`src/rtl/prescale_pkg.sv`:
```
package prescale_pkg;
  localparam int INT_W  = 5;
  localparam int FRAC_W = 3;
  localparam int CFG_W  = INT_W + FRAC_W;
  localparam int CNT_W  = INT_W + 1;

  typedef struct packed {
    logic [INT_W-1:0]  whole;
    logic [FRAC_W-1:0] eighths;
  } ratio_t;

  // Split the word; a zero whole part collapses to ratio one.
  function automatic ratio_t decode_cfg(logic [CFG_W-1:0] word);
    ratio_t r;
    r.whole   = word[CFG_W-1:FRAC_W];
    r.eighths = word[FRAC_W-1:0];
    if (r.whole == '0) begin
      r.whole   = INT_W'(1);
      r.eighths = '0;
    end
    return r;
  endfunction

  // Accumulator step: top bit is the carry into an extra cycle.
  function automatic logic [FRAC_W:0] frac_sum(logic [FRAC_W-1:0] acc,
                                               logic [FRAC_W-1:0] add);
    return {1'b0, acc} + {1'b0, add};
  endfunction

  function automatic logic [CNT_W-1:0] period_len(logic [INT_W-1:0] whole,
                                                  logic carry);
    return CNT_W'(whole) + CNT_W'(carry);
  endfunction
endpackage

```
`src/rtl/prescale_cfg_decode.sv`:
```
module prescale_cfg_decode
  import prescale_pkg::*;
(
  input  logic [CFG_W-1:0] cfg,
  output ratio_t           ratio
);
  always_comb ratio = decode_cfg(cfg);
endmodule

```
`src/rtl/prescale_frac_accum.sv`:
```
module prescale_frac_accum
  import prescale_pkg::*;
#(
  parameter logic [FRAC_W-1:0] RESET_ACC = '0
) (
  input  logic              clk,
  input  logic              rst_n,
  input  logic              load,
  input  logic [FRAC_W-1:0] eighths,
  output logic              carry
);
  logic [FRAC_W-1:0] acc_q;
  logic [FRAC_W:0]   sum;

  always_comb begin
    sum   = frac_sum(acc_q, eighths);
    carry = sum[FRAC_W];
  end

  always_ff @(posedge clk or negedge rst_n) begin
    if (!rst_n)    acc_q <= RESET_ACC;
    else if (load) acc_q <= sum[FRAC_W-1:0];
  end

  // the phase only moves at a boundary; a carry wraps it downward.
  assert_acc_hold_R3: assert property (@(posedge clk) disable iff (!rst_n)
    !load |=> $stable(acc_q));
  assert_acc_wrap_R3: assert property (@(posedge clk) disable iff (!rst_n)
    (load && carry) |=> (acc_q < $past(acc_q)));
  assert_acc_climb_R3: assert property (@(posedge clk) disable iff (!rst_n)
    (load && !carry) |=> (acc_q >= $past(acc_q)));
endmodule

```
`src/rtl/prescale_period_counter.sv`:
```
module prescale_period_counter
  import prescale_pkg::*;
#(
  parameter logic [CNT_W-1:0] RESET_LEN = CNT_W'(4)
) (
  input  logic             clk,
  input  logic             rst_n,
  input  logic [CNT_W-1:0] next_len,
  output logic             tick
);
  logic [CNT_W-1:0] cnt_q;

  always_comb tick = (cnt_q == CNT_W'(1));

  always_ff @(posedge clk or negedge rst_n) begin
    if (!rst_n)    cnt_q <= RESET_LEN;
    else if (tick) cnt_q <= next_len;
    else           cnt_q <= cnt_q - CNT_W'(1);
  end

  // the remaining count never reaches zero, and each new length fits the range.
  assert_count_live_R2: assert property (@(posedge clk) disable iff (!rst_n)
    cnt_q != '0);
  assert_len_range_R2: assert property (@(posedge clk) disable iff (!rst_n)
    tick |-> (next_len != '0 && next_len <= CNT_W'(1 << INT_W)));
endmodule

```
`src/rtl/frac_prescaler.sv`:
```
module frac_prescaler
  import prescale_pkg::*;
#(
  parameter logic [CFG_W-1:0] RESET_CFG = CFG_W'(8'h20)
) (
  input  logic             clk,
  input  logic             rst_n,
  input  logic [CFG_W-1:0] cfg_i,
  output logic             tick_o
);
  localparam ratio_t RESET_RATIO = decode_cfg(RESET_CFG);

  ratio_t           ratio;
  logic             extra_cycle;
  logic [CNT_W-1:0] next_len;
  logic             boundary;

  prescale_cfg_decode u_decode (
    .cfg   (cfg_i),
    .ratio (ratio)
  );

  prescale_frac_accum #(
    .RESET_ACC (RESET_RATIO.eighths)
  ) u_accum (
    .clk     (clk),
    .rst_n   (rst_n),
    .load    (boundary),
    .eighths (ratio.eighths),
    .carry   (extra_cycle)
  );

  always_comb next_len = period_len(ratio.whole, extra_cycle);

  prescale_period_counter #(
    .RESET_LEN (CNT_W'(RESET_RATIO.whole))
  ) u_count (
    .clk      (clk),
    .rst_n    (rst_n),
    .next_len (next_len),
    .tick     (boundary)
  );

  always_comb tick_o = boundary;

  // Watch logic: period length seen at the port against the ratio latched at the last strobe.
  logic [CNT_W-1:0] gap_q;
  logic [INT_W-1:0] m_seen_q;
  logic             long_ok_q;

  always_ff @(posedge clk or negedge rst_n) begin
    if (!rst_n) begin
      gap_q     <= '0;
      m_seen_q  <= RESET_RATIO.whole;
      long_ok_q <= (RESET_RATIO.eighths != '0);
    end else if (tick_o) begin
      gap_q     <= '0;
      m_seen_q  <= ratio.whole;
      long_ok_q <= (ratio.eighths != '0);
    end else begin
      gap_q     <= gap_q + CNT_W'(1);
    end
  end

  // each period is M or M+1 of the ratio taken at its start.
  assert_period_fits_R6: assert property (@(posedge clk) disable iff (!rst_n)
    tick_o |-> ((gap_q + CNT_W'(1)) == CNT_W'(m_seen_q)) ||
               (long_ok_q && (gap_q == CNT_W'(m_seen_q))));
  assert_no_stretch_R2: assert property (@(posedge clk) disable iff (!rst_n)
    !tick_o |-> ((gap_q + CNT_W'(1)) < (CNT_W'(m_seen_q) + CNT_W'(long_ok_q))));
  // a zero whole part keeps the strobe high on every cycle.
  assert_zero_whole_R4: assert property (@(posedge clk) disable iff (!rst_n)
    (tick_o && cfg_i[CFG_W-1:FRAC_W] == '0) |=> tick_o);
  // no strobe while held in reset.
  always_comb begin
    if (!rst_n) assert_quiet_reset_R5: assert (!tick_o);
  end
endmodule

```
`config.mk`:
```
export PLATFORM = sky130hd
export DESIGN_NAME = frac_prescaler
export DESIGN_NICKNAME = d
export VERILOG_FILES = /design/src/rtl/prescale_pkg.sv /design/src/rtl/prescale_cfg_decode.sv /design/src/rtl/prescale_frac_accum.sv /design/src/rtl/prescale_period_counter.sv /design/src/rtl/frac_prescaler.sv
export SDC_FILE = /design/constraint.sdc
export NUM_CORES = 1
export LEC_CHECK = 0
export ABC_AREA = 0
export CAP_MARGIN = 15
export CORE_MARGIN = 1
export CORE_UTILIZATION = 31
export DETAILED_ROUTE_END_ITERATION = 16
export DONT_BUFFER_PORTS = 1
export PLACE_DENSITY = 0.57
export SLEW_MARGIN = 20
export SYNTH_ARGS = -nofsm -noshare
export SYNTH_HDL_FRONTEND = slang
export SYNTH_SLANG_ARGS = --single-unit
```
`constraint.sdc`:
```
create_clock -name clk -period 3 [get_ports clk]
set_clock_uncertainty 0.2 [all_clocks]
set_input_delay 0.6 -clock clk [delete_from_list [all_inputs] [get_ports clk]]
set_output_delay 0.6 -clock clk [all_outputs]
set_load 0.005 [all_outputs]
```
==> results.md <==
* Die outline area at 0.00232 mm²
* Synthesized instance count at 60
* PortBufs at 0
* Initial antenna violation count at 0
* VDD IR max at 0.306 mV
* CP dominant cell by count: ha_1
* Worst r2r path cells at 8
* Leakage at 0.379 nW
* Post-Syn Nets at 78
* Crit. Startpoint: cfg_i[5]
* Cts repair resizes at 0
* Worst-path clk slew at 0.06 ns
* Startpoint Class: primary input
* Number of global-route vias before repair at 415
* Number of remaining DRC errors at 0
* Post-Syn Area at 659 µm²
* Yosys warns at 0
* 1st-iter DRT viols at 2
* TritonCTS clock tree: built
* Hold depth at 1
* Total CTS buffers at 3
* Worst-margin pin slew at 0.498 ns
* Critical path class: in2reg
* Largest net degree at the start of global routing at 10
* CP Cell Sequence: or4_1 -> o21ai_1 -> inv_1 -> ha_1 -> a21o_1 -> a21o_1 -> ha_1 -> ha_1 -> nand3_1 -> xor2_1 -> mux2i_1
* Post-CTS Setup Inserts at 0
* Antenna Violating Nets Remaining at 0
* Synth cell types at 25
* Seq/Total Area, Yosys at 34.3%
* Num Clock Sinks at 9
* Worst setup margin at 0.211 ns
* Reg-to-reg slack, setup at 0.90 ns
* Via Count at 429
* All-layer global routing usage at 11.7%
* Period minus WS final at 2.79 ns
* Hold_ws at 0.279 ns
* HPWL after DPL at 887 µm
* Clock buffer depth at 2
* Pre-CTS setup slack at -0.0778 ns
* Area growth syn-to-layout at 11.8%
* Critical Path RT at 2.93 ns
* Chip width at 48.1 µm
* Cell Count Post-Placement at 88
* Initial Utilization at 33.3%
* Max-slew violations at 0
* GPL Wtd Cong at 0.670
* Worst r2r src: u_accum.acc_q[1]
* Non-Filler Instances at 93
* N_diodes at 0
* Final setup fails at 0
* Die height at 48.1 µm
* Slowest CP cell: or4_1
* Crit path to: u_count.cnt_q[4]
* Worst slew margin at 66.8%
* Reg2Reg Capture Point: u_count.cnt_q[4]
* Status: finished clean
* First-pass GRT wire length at 1.76 mm
* Max Freq at 359 MHz
* Total grt overflow at 0
* Endpoints failing hold at 0
* Clk root buf: clkbuf_4
* Delay of the slowest critical-path stage at 0.53 ns
* DRT Wirelength at 1.10 mm
* Layout cells sized above 1 at 18.2%
* Crit path max fanout at 5
* Vias/cell at 4.61
* # rows at 16
* DR pass1 iterations at 4
* Yosys reg bits at 9
* Period utilisation layout at 93.0%
* Htree depth at 1
* Core footprint at 0.00198 mm²
* Worst Hold Class: reg2reg
* Critical Path AT at 2.71 ns
* RSZ-0062 raised after global routing: false
* # IOs at 11
* Syn_area_per_cell at 11.0 µm²
* Worst setup EP type: flop
* Nets@finish at 85
* WL per Instance at 11.8 µm
* Max-cap violations at 0
* Power Density at 863 mW/mm²
* Clk_lat worst skew at 0.26 ns
* Final core utilization at 37.2%
[state kept, by name, indices dropped and copies added (netlist names)]
| signal | cells |
|---|---|
| u_accum.acc_q | 3 |
| u_count.cnt_q | 6 |
[stage by stage]
step                      power (W)  instance area, µm²  setup TNS, ns
final                      0.000636                 737              0
after floorplan            0.000482                 659              0
after global routing       0.000698                 737              0
after global placement     0.000536                 701        -0.0917
after CTS                  0.000646                 737              0
after detailed placement   0.000543                 701         -0.125
[synth_stat cells]
library cell  number  area, µm²
mux2_4             3       45.0
dfstp_2            1       26.3
and4_1             1       8.76
or2_2              1       6.26
o21ai_0            1       5.00
dfrtp_1            8        200
clkbuf_1           1       3.75
o31ai_1            2       15.0
or4_1              1       7.51
buf_6              1       11.3
or3_4              1       11.3
xnor2_1            5       43.8
nor3_1             2       10.0
mux2i_1            5       50.1
nor2b_1            2       12.5
nor3b_1            1       7.51
inv_1              7       26.3
nand3_1            2       10.0
fa_1               1       20.0
ha_1               7       87.6
nor2_1             1       3.75
a21o_1             2       15.0
or3b_1             1       8.76
xor2_1             2       17.5
a31oi_1            1       6.26
[per-layer routing]
layer / track usage [%] / share of wire [%] / up-vias
met4: 8.33 / 1.8 / 0
li1: - / - / 220
met5: 0 / 0 / -
met2: 17.3 / 45 / 10
met1: 15.5 / 49 / 197
met3: 1.85 / 4.5 / 2
[critical path: cells and delay by family]
family                     cells  cell delay [ns]
buffers and inverters          1             0.07
adders and majority gates      3             0.68
xor gates and xnor gates       1             0.15
muxes                          1             0.08
AOI/OAI and AO/OA              3             0.50
and+or+nand+nor                2             0.63
[how the worst min path moves through the flow]
stage                                 from          endpoint  slack [ns]
after global routing      u_count.cnt_q[5]  u_count.cnt_q[5]        0.30
after floorplan                      rst_n  u_accum.acc_q[0]        0.10
final                     u_count.cnt_q[5]  u_count.cnt_q[5]        0.28
after CTS                 u_count.cnt_q[5]  u_count.cnt_q[5]        0.28
after detailed placement             rst_n  u_count.cnt_q[5]        0.10
after global placement               rst_n  u_count.cnt_q[3]        0.10
[layout make-up]
type / count / area [µm²]
fillers: 196 / 1240
multi-input cells: 42 / 392
flip-flops and latches: 9 / 226
well taps: 27 / 33.8
repair buffers: 4 / 32.5
clock buffers: 4 / 26.3
inverters: 7 / 26.3
[cells in the final DEF, fill, tap and decap left out, types with 2 or more instances in the layout]
master / count
mux2_4: 3
xor2_1: 2
buf_4: 3
mux2i_1: 5
nor2b_1: 2
a21o_1: 2
inv_1: 7
clkbuf_4: 3
xnor2_1: 5
nor3_1: 2
ha_1: 7
o31ai_1: 2
nand3_1: 2
dfrtp_1: 8
[cells by family (layout without fill, tap and decap cells)]
kind of cell | count (synthesis) | after routing | synth area share [%]
fa+ha+maj | 8 | 8 | 16.3
buf+inv | 9 | 15 | 6.26
mux | 8 | 8 | 14.4
simple gates | 13 | 13 | 13.1
flops | 9 | 9 | 34.3
compound gates | 6 | 6 | 6.26
xor+xnor | 7 | 7 | 9.30
[what timing repair did]
item,in CTS,in global routing
endpoints found under the hold margin,9,0
setup endpoints to repair,0,0
hold buffers,1,0
[report_power, final]
part	internal, W	total [W]	switching, W
combinational	0.000174	0.000294	0.000120
sequential	0.000193	0.000248	0.0000548
clock	0.0000513	0.0000944	0.0000431
total	0.000418	0.000636	0.000218
Note: power is estimated with default switching activity, not from simulation.
